$ cat config.mk
export PLATFORM = sky130hd
export DESIGN_NAME = tdr_engine
export DESIGN_NICKNAME = d
export VERILOG_FILES = /design/src/rtl/tdr_pkg.sv /design/src/rtl/tdr_desc_mem.sv /design/src/rtl/tdr_events.sv /design/src/rtl/tdr_seq.sv /design/src/rtl/tdr_engine.sv
export SDC_FILE = /design/constraint.sdc
export NUM_CORES = 1
export LEC_CHECK = 0
export CAP_MARGIN = 20
export CORE_MARGIN = 10
export CORE_UTILIZATION = 60
export CTS_BUF_LIST = sky130_fd_sc_hd__clkbuf_16
export DETAILED_ROUTE_END_ITERATION = 16
export PLACE_DENSITY_LB_ADDON = 0.25
export SLEW_MARGIN = 0
export SYNTH_ARGS = -nofsm -noshare
export SYNTH_HDL_FRONTEND = slang
export SYNTH_HIERARCHICAL = 1
export SYNTH_SLANG_ARGS = --single-unit
$ cat constraint.sdc
create_clock -name clk_i -period 6.4 [get_ports clk_i]
set_clock_uncertainty 0.1 [all_clocks]
set_input_delay 0.64 -clock clk_i [delete_from_list [all_inputs] [get_ports clk_i]]
set_output_delay 0.64 -clock clk_i [all_outputs]
set_load 0.02 [all_outputs]
$ cat src/rtl/tdr_pkg.sv
package tdr_pkg;
  localparam int STW      = 16;
  localparam int BIT_RDY  = 15;
  localparam int BIT_WRAP = 13;
  localparam int BIT_LAST = 11;
  localparam int BIT_CRC  = 10;

  localparam logic [1:0] FLD_STATUS = 2'd0;
  localparam logic [1:0] FLD_LEN    = 2'd1;
  localparam logic [1:0] FLD_PTR    = 2'd2;

  localparam int EV_STOP = 0;
  localparam int EV_LEN  = 1;
  localparam int NUM_EV  = 2;

  typedef enum logic [2:0] {
    ST_FETCH, ST_WAIT, ST_REQ, ST_HALT, ST_RST
  } seq_st_e;
endpackage

$ cat src/rtl/tdr_desc_mem.sv
module tdr_desc_mem
  import tdr_pkg::*;
#(
  parameter int NUM_DESC = 8,
  parameter int PTR_W    = 32,
  parameter int LEN_W    = 16,
  localparam int IDX_W   = $clog2(NUM_DESC)
) (
  input  logic             clk_i,
  input  logic             rst_ni,
  input  logic             sw_we_i,
  input  logic [IDX_W-1:0] sw_idx_i,
  input  logic [1:0]       sw_fld_i,
  input  logic [PTR_W-1:0] sw_wdata_i,
  output logic [PTR_W-1:0] sw_rdata_o,
  input  logic [IDX_W-1:0] eng_idx_i,
  input  logic             clr_rdy_i,
  output logic [STW-1:0]   eng_status_o,
  output logic [LEN_W-1:0] eng_len_o,
  output logic [PTR_W-1:0] eng_ptr_o
);
  logic [NUM_DESC-1:0][STW-1:0]   status_q;
  logic [NUM_DESC-1:0][LEN_W-1:0] len_q;
  logic [NUM_DESC-1:0][PTR_W-1:0] ptr_q;

  always_ff @(posedge clk_i or negedge rst_ni) begin
    if (!rst_ni) begin
      status_q <= '0;
      len_q    <= '0;
      ptr_q    <= '0;
    end else begin
      for (int i = 0; i < NUM_DESC; i++) begin
        if (sw_we_i && sw_idx_i == IDX_W'(i)) begin
          case (sw_fld_i)
            FLD_STATUS: status_q[i] <= sw_wdata_i[STW-1:0];
            FLD_LEN:    len_q[i]    <= sw_wdata_i[LEN_W-1:0];
            FLD_PTR:    ptr_q[i]    <= sw_wdata_i;
            default: ;
          endcase
        end
        // engine hand-back wins over a same-cycle software status write
        if (clr_rdy_i && eng_idx_i == IDX_W'(i)) status_q[i][BIT_RDY] <= 1'b0;
      end
    end
  end

  always_comb begin
    sw_rdata_o = '0;
    for (int i = 0; i < NUM_DESC; i++) begin
      if (sw_idx_i == IDX_W'(i)) begin
        case (sw_fld_i)
          FLD_STATUS: sw_rdata_o = PTR_W'(status_q[i]);
          FLD_LEN:    sw_rdata_o = PTR_W'(len_q[i]);
          FLD_PTR:    sw_rdata_o = ptr_q[i];
          default:    sw_rdata_o = '0;
        endcase
      end
    end
  end

  assign eng_status_o = status_q[eng_idx_i];
  assign eng_len_o    = len_q[eng_idx_i];
  assign eng_ptr_o    = ptr_q[eng_idx_i];

  AST_CLR_TAKES_RDY: assert property (@(posedge clk_i) disable iff (!rst_ni)
    clr_rdy_i |=> !status_q[$past(eng_idx_i)][BIT_RDY]) else $error("ready bit survived hand-back");
endmodule

$ cat src/rtl/tdr_events.sv
module tdr_events #(
  parameter int N_EV = 2
) (
  input  logic            clk_i,
  input  logic            rst_ni,
  input  logic            soft_rst_i,
  input  logic [N_EV-1:0] set_i,
  input  logic [N_EV-1:0] clr_i,
  output logic [N_EV-1:0] ev_o
);
  logic [N_EV-1:0] ev_q;

  for (genvar g = 0; g < N_EV; g++) begin : g_ev
    always_ff @(posedge clk_i or negedge rst_ni) begin
      if (!rst_ni)          ev_q[g] <= 1'b0;
      else if (soft_rst_i)  ev_q[g] <= 1'b0;
      else if (set_i[g])    ev_q[g] <= 1'b1;
      else if (clr_i[g])    ev_q[g] <= 1'b0;
    end

    AST_EV_STICKY: assert property (@(posedge clk_i) disable iff (!rst_ni)
      (ev_q[g] && !clr_i[g] && !soft_rst_i) |=> ev_q[g]) else $error("event lost");
  end

  assign ev_o = ev_q;
endmodule

$ cat src/rtl/tdr_seq.sv
module tdr_seq
  import tdr_pkg::*;
#(
  parameter int NUM_DESC   = 8,
  parameter int MAX_LEN    = 1500,
  parameter int RST_CYCLES = 16,
  parameter int PTR_W      = 32,
  parameter int LEN_W      = 16,
  localparam int IDX_W     = $clog2(NUM_DESC),
  localparam int CNT_W     = $clog2(RST_CYCLES + 1)
) (
  input  logic             clk_i,
  input  logic             rst_ni,
  input  logic             soft_rst_i,
  input  logic             stop_i,
  input  logic             poll_i,
  input  logic             ack_i,
  input  logic             d_rdy_i,
  input  logic             d_wrap_i,
  input  logic             d_last_i,
  input  logic             d_crc_i,
  input  logic [LEN_W-1:0] d_len_i,
  input  logic [PTR_W-1:0] d_ptr_i,
  output logic [IDX_W-1:0] idx_o,
  output logic             clr_rdy_o,
  output logic             busy_o,
  output logic             ev_stop_o,
  output logic             ev_len_o,
  output logic             req_valid_o,
  output logic [PTR_W-1:0] req_ptr_o,
  output logic [LEN_W-1:0] req_len_o,
  output logic             req_last_o,
  output logic             req_crc_o
);
  seq_st_e          st_q;
  logic [IDX_W-1:0] idx_q;
  logic             in_frame_q;
  logic [CNT_W-1:0] cnt_q;
  logic [PTR_W-1:0] ptr_q;
  logic [LEN_W-1:0] len_q;
  logic             last_q, crc_q, wrap_q;

  logic len_bad, halt_now, skip;

  function automatic logic [IDX_W-1:0] step(input logic [IDX_W-1:0] i, input logic w);
    if (w || i == IDX_W'(NUM_DESC - 1)) return '0;
    return i + 1'b1;
  endfunction

  assign len_bad  = (d_len_i == '0) || (d_len_i > LEN_W'(MAX_LEN));
  assign halt_now = stop_i && !in_frame_q;
  assign skip     = !soft_rst_i && st_q == ST_FETCH && !halt_now && d_rdy_i && len_bad;

  assign ev_stop_o = !soft_rst_i && (st_q == ST_FETCH || st_q == ST_WAIT) && halt_now;
  assign ev_len_o  = skip;
  assign clr_rdy_o = skip || (!soft_rst_i && st_q == ST_REQ && ack_i);

  always_ff @(posedge clk_i or negedge rst_ni) begin
    if (!rst_ni) begin
      st_q       <= ST_FETCH;
      idx_q      <= '0;
      in_frame_q <= 1'b0;
      cnt_q      <= '0;
      ptr_q      <= '0;
      len_q      <= '0;
      last_q     <= 1'b0;
      crc_q      <= 1'b0;
      wrap_q     <= 1'b0;
    end else if (soft_rst_i) begin
      st_q       <= ST_RST;
      cnt_q      <= '0;
      idx_q      <= '0;
      in_frame_q <= 1'b0;
    end else begin
      case (st_q)
        ST_FETCH: begin
          if (halt_now)       st_q <= ST_HALT;
          else if (!d_rdy_i)  st_q <= ST_WAIT;
          else if (len_bad) begin
            idx_q      <= step(idx_q, d_wrap_i);
            in_frame_q <= !d_last_i;
          end else begin
            ptr_q  <= d_ptr_i;
            len_q  <= d_len_i;
            last_q <= d_last_i;
            crc_q  <= d_crc_i;
            wrap_q <= d_wrap_i;
            st_q   <= ST_REQ;
          end
        end
        ST_WAIT: begin
          if (halt_now)    st_q <= ST_HALT;
          else if (poll_i) st_q <= ST_FETCH;
        end
        ST_REQ: begin
          if (ack_i) begin
            idx_q      <= step(idx_q, wrap_q);
            in_frame_q <= !last_q;
            st_q       <= ST_FETCH;
          end
        end
        ST_HALT: if (!stop_i) st_q <= ST_FETCH;
        ST_RST: begin
          if (cnt_q == CNT_W'(RST_CYCLES - 1)) st_q <= ST_FETCH;
          else cnt_q <= cnt_q + 1'b1;
        end
        default: st_q <= ST_FETCH;
      endcase
    end
  end

  assign idx_o       = idx_q;
  assign busy_o      = st_q == ST_RST;
  assign req_valid_o = st_q == ST_REQ;
  assign req_ptr_o   = ptr_q;
  assign req_len_o   = len_q;
  assign req_last_o  = last_q;
  assign req_crc_o   = crc_q;

  AST_REQ_HOLD: assert property (@(posedge clk_i) disable iff (!rst_ni)
    (req_valid_o && !ack_i && !soft_rst_i) |=> (req_valid_o && $stable(req_ptr_o) && $stable(req_len_o)
      && $stable(req_last_o) && $stable(req_crc_o))) else $error("request changed before ack");
  AST_REQ_LEN_OK: assert property (@(posedge clk_i) disable iff (!rst_ni)
    req_valid_o |-> (req_len_o != '0 && req_len_o <= LEN_W'(MAX_LEN))) else $error("illegal length sent");
  AST_IDX_IN_RING: assert property (@(posedge clk_i) disable iff (!rst_ni)
    32'(idx_q) < NUM_DESC) else $error("index outside ring");
endmodule

$ cat src/rtl/tdr_engine.sv
module tdr_engine
  import tdr_pkg::*;
#(
  parameter int NUM_DESC   = 8,
  parameter int MAX_LEN    = 1500,
  parameter int RST_CYCLES = 16,
  parameter int PTR_W      = 32,
  parameter int LEN_W      = 16,
  localparam int IDX_W     = $clog2(NUM_DESC)
) (
  input  logic             clk_i,
  input  logic             rst_ni,
  input  logic             sw_we_i,
  input  logic [IDX_W-1:0] sw_idx_i,
  input  logic [1:0]       sw_fld_i,
  input  logic [PTR_W-1:0] sw_wdata_i,
  output logic [PTR_W-1:0] sw_rdata_o,
  input  logic             poll_i,
  input  logic             stop_i,
  input  logic             soft_rst_i,
  output logic             rst_busy_o,
  input  logic [1:0]       ev_clr_i,
  output logic [1:0]       events_o,
  output logic             req_valid_o,
  output logic [PTR_W-1:0] req_ptr_o,
  output logic [LEN_W-1:0] req_len_o,
  output logic             req_last_o,
  output logic             req_crc_o,
  input  logic             req_ack_i
);
  logic [IDX_W-1:0]  eng_idx;
  logic              clr_rdy, busy, ev_stop, ev_len;
  logic [STW-1:0]    eng_status;
  logic [LEN_W-1:0]  eng_len;
  logic [PTR_W-1:0]  eng_ptr;
  logic [NUM_EV-1:0] ev_set;

  tdr_desc_mem #(.NUM_DESC(NUM_DESC), .PTR_W(PTR_W), .LEN_W(LEN_W)) u_mem (
    .clk_i, .rst_ni,
    .sw_we_i      (sw_we_i && !busy),
    .sw_idx_i, .sw_fld_i, .sw_wdata_i, .sw_rdata_o,
    .eng_idx_i    (eng_idx),
    .clr_rdy_i    (clr_rdy),
    .eng_status_o (eng_status),
    .eng_len_o    (eng_len),
    .eng_ptr_o    (eng_ptr)
  );

  tdr_seq #(.NUM_DESC(NUM_DESC), .MAX_LEN(MAX_LEN), .RST_CYCLES(RST_CYCLES),
            .PTR_W(PTR_W), .LEN_W(LEN_W)) u_seq (
    .clk_i, .rst_ni, .soft_rst_i, .stop_i, .poll_i,
    .ack_i       (req_ack_i),
    .d_rdy_i     (eng_status[BIT_RDY]),
    .d_wrap_i    (eng_status[BIT_WRAP]),
    .d_last_i    (eng_status[BIT_LAST]),
    .d_crc_i     (eng_status[BIT_CRC]),
    .d_len_i     (eng_len),
    .d_ptr_i     (eng_ptr),
    .idx_o       (eng_idx),
    .clr_rdy_o   (clr_rdy),
    .busy_o      (busy),
    .ev_stop_o   (ev_stop),
    .ev_len_o    (ev_len),
    .req_valid_o, .req_ptr_o, .req_len_o, .req_last_o, .req_crc_o
  );

  always_comb begin
    ev_set          = '0;
    ev_set[EV_STOP] = ev_stop;
    ev_set[EV_LEN]  = ev_len;
  end

  tdr_events #(.N_EV(NUM_EV)) u_ev (
    .clk_i, .rst_ni, .soft_rst_i,
    .set_i (ev_set),
    .clr_i (ev_clr_i),
    .ev_o  (events_o)
  );

  assign rst_busy_o = busy;

  AST_BUSY_EV_CLEAR: assert property (@(posedge clk_i) disable iff (!rst_ni)
    rst_busy_o |-> events_o == '0) else $error("event set during soft reset");
  AST_HALT_QUIET: assert property (@(posedge clk_i) disable iff (!rst_ni)
    $rose(events_o[EV_STOP]) |-> !req_valid_o) else $error("stop event with request pending");
endmodule

==> results.toml <==
[setup_path]
r2r.worst_path.cells = 9
r2r-start = "u_seq/idx_o[0]$_DFFE_PN0P_"
critPathTopFamily = "buffers and inverters"
cp_max_fo = 18
path_class = "input port to output pin"
cpPeakStageDelay_ns = 0.90
r2r-end = "u_seq/req_len_o[2]$_DFFE_PN0P_"
rrSetupSlack_ns = 1.88
worst-path-buf-inv = 4
start_kind = "input port"
critPathCaptureType = "output pin"
critPathSlowestCell = "clkdlybuf4s50_1"
crit_required_ns = 5.66
crit_chain = "clkdlybuf4s50_1 -> buf_4 -> and2b_1 -> buf_4 -> nand2_2 -> o221ai_1 -> a211o_1 -> clkdlybuf4s50_1"
critPathArrivalTime_ns = 4.52

[sta]
max_freq_mhz = 190
finalCritPeriodShare = 0.823
final-hold-violation-count = 34
grt_setup_unrepaired = "false"
finalSetupTns_ns = 0
slew_headroom = 0.226
worstMarginPinSlew_ns = 1.16
holdWs_ns = -0.0327
min_period_ns = 5.26
fin_ws_ns = 1.14
finalMaxSlewViolations = 0
setup-violations-final = 0

[power]
p_sw_frac = 0.282
switchingPower_mw = 2.54
p_leak_nw = 16.0
internal-power_mw = 6.46
power_frac_seq = 0.455
total_power_mw = 9.00
ir_worst_vdd_mv = 0.248
cellPowerDensity_mw_per_mm2 = 268
clkPwrFrac = 0.385
power_frac_comb = 0.160

[logic_synthesis]
syn_nets = 2300
yosys_warnings = 6
synth_cells = 2250
avgSynthCellArea_um2 = 13.3
synth_area_mm2 = 0.0300

[cells_and_area]
final_design_area_no_fill_mm2 = 0.0336
area.growth.synth_to_final_pct = 11.9
finish.utilization = 0.682
finalNonFillerCells = 3003
drive_gt1_frac = 0.381
fin_nets = 2338

[placed_design]
dp_cells = 2886
gp_congestion = 0.842
post-place-ws_ns = 1.29
place_hpwl_um = 52500
io_buffers = 131
dpl_cell_area_mm2 = 0.0316

[routing]
drtPass1Iterations = 7
drc = 0
routedWlPerCell_um = 29.2
via_per_inst = 6.87
final_antenna_net_count = 0
routed_wl_um = 87700
vias = 20600
drt_iter0_markers = 2526

[clock_tree]
cts_sinks = 577
cts_setup_buffers = 0
tritoncts = "yes"
cts_resized = 0
clockRootBuffer = "clkbuf_16"
cts_hold_buf = 0
cts_buffer_depth = 3
clkLatencyLatePin_ns = 0.63
cts_buffers = 60
cts_max_level = 2
clk_pin_slew_worst_paths_ns = 0.06

[floorplan]
io_pins = 132
core_area_mm2 = 0.0493
initial_core_util = 0.610
fp-row-count = 81
die_w_um = 244
die_area_mm2 = 0.0594
die_y_um = 244

[run_status]
violations = "hold timing"
status = "complete, but fails checks"

[flow_run]
cap_violations = 0

[global_routing]
grt_overflow_total = 0
grt_pass1_wl_um = 133000
first_global_vias = 21400
grt_max_degree = 144
antenna_found_initial = 4
grt_usage = 0.290

[worst_hold_path]
min_path_type = "input port to async pin"
-- how the worst max path moves through the flow --
stage / from / end / cells past startpoint
after floorplan: u_seq/idx_o[0]$_DFFE_PN0P_ / u_mem/status_q[63]$_DFFE_PN0P_ / 12
after global placement: sw_idx_i[1] / sw_rdata_o[14] / 8
after detailed placement: sw_idx_i[1] / sw_rdata_o[14] / 8
after CTS: sw_idx_i[1] / sw_rdata_o[14] / 8
after global routing: sw_idx_i[1] / sw_rdata_o[14] / 8
final: sw_idx_i[1] / sw_rdata_o[14] / 8
-- layout make-up --
cell class	instances	area, um2
inverters	9	33.8
clock buffers	62	1550
well taps	664	831
fillers	3532	15700
repair buffers	183	1770
flip-flops and latches	577	14400
diodes	1	2.50
clock inverters	50	379
multi-input cells	1457	14600
-- flip-flops by register name (all words and copies together), names as in the netlist --
signal            cells
u_mem/ptr_q         256
u_mem/len_q         128
u_mem/status_q      128
u_seq/req_ptr_o      32
u_seq/req_len_o      16
u_seq/cnt_q           5
u_seq/idx_o           3
u_seq/st_q            3
u_ev/ev_o             2
u_seq/in_frame_q      1
u_seq/req_crc_o       1
u_seq/req_last_o      1
u_seq/wrap_q          1
-- per-layer routing --
layer,GRT usage,part of all wire
met5,0,0.00046
met4,0.136,0.048
met2,0.454,0.47
met1,0.377,0.38
met3,0.0671,0.095
-- power groups by stage --
| stage | registers, mW | clock network [mW] | logic [mW] |
|---|---|---|---|
| floorplan | 3.95 | 0 | 1.10 |
| detailed placement | 4.16 | 0 | 1.43 |
| finish | 4.10 | 3.47 | 1.44 |
| global route | 4.12 | 3.66 | 1.52 |
| CTS | 4.09 | 3.51 | 1.43 |
| global placement | 4.15 | 0 | 1.40 |
-- layout by cell type (no fill, tap or decap), types with 13 or more instances in the layout --
master,count
o22ai_1,34
a221oi_1,20
mux4_2,104
o221ai_1,16
mux2_1,13
nor2_1,108
nand2_1,31
mux2i_1,143
a31oi_1,20
clkinv_2,14
inv_1,25
and2_1,23
dfrtp_1,574
nand2b_1,25
mux2_4,45
mux2_2,556
clkbuf_16,62
clkdlybuf4s50_1,127
a211o_1,32
a21oi_1,141
buf_4,46
o2bb2ai_1,16
-- worst reg2reg max path, stage by stage, from the launching register on --
cell and delay, ns:
dfrtp_4 0.96, buf_4 0.42, mux4_2 0.57, mux2_2 0.39, a21oi_1 0.18, nand2_1 0.08
nor3_2 0.50, nand2_4 0.47, buf_12 0.35, mux2_4 0.40
Power figures use the tool's default switching activity.
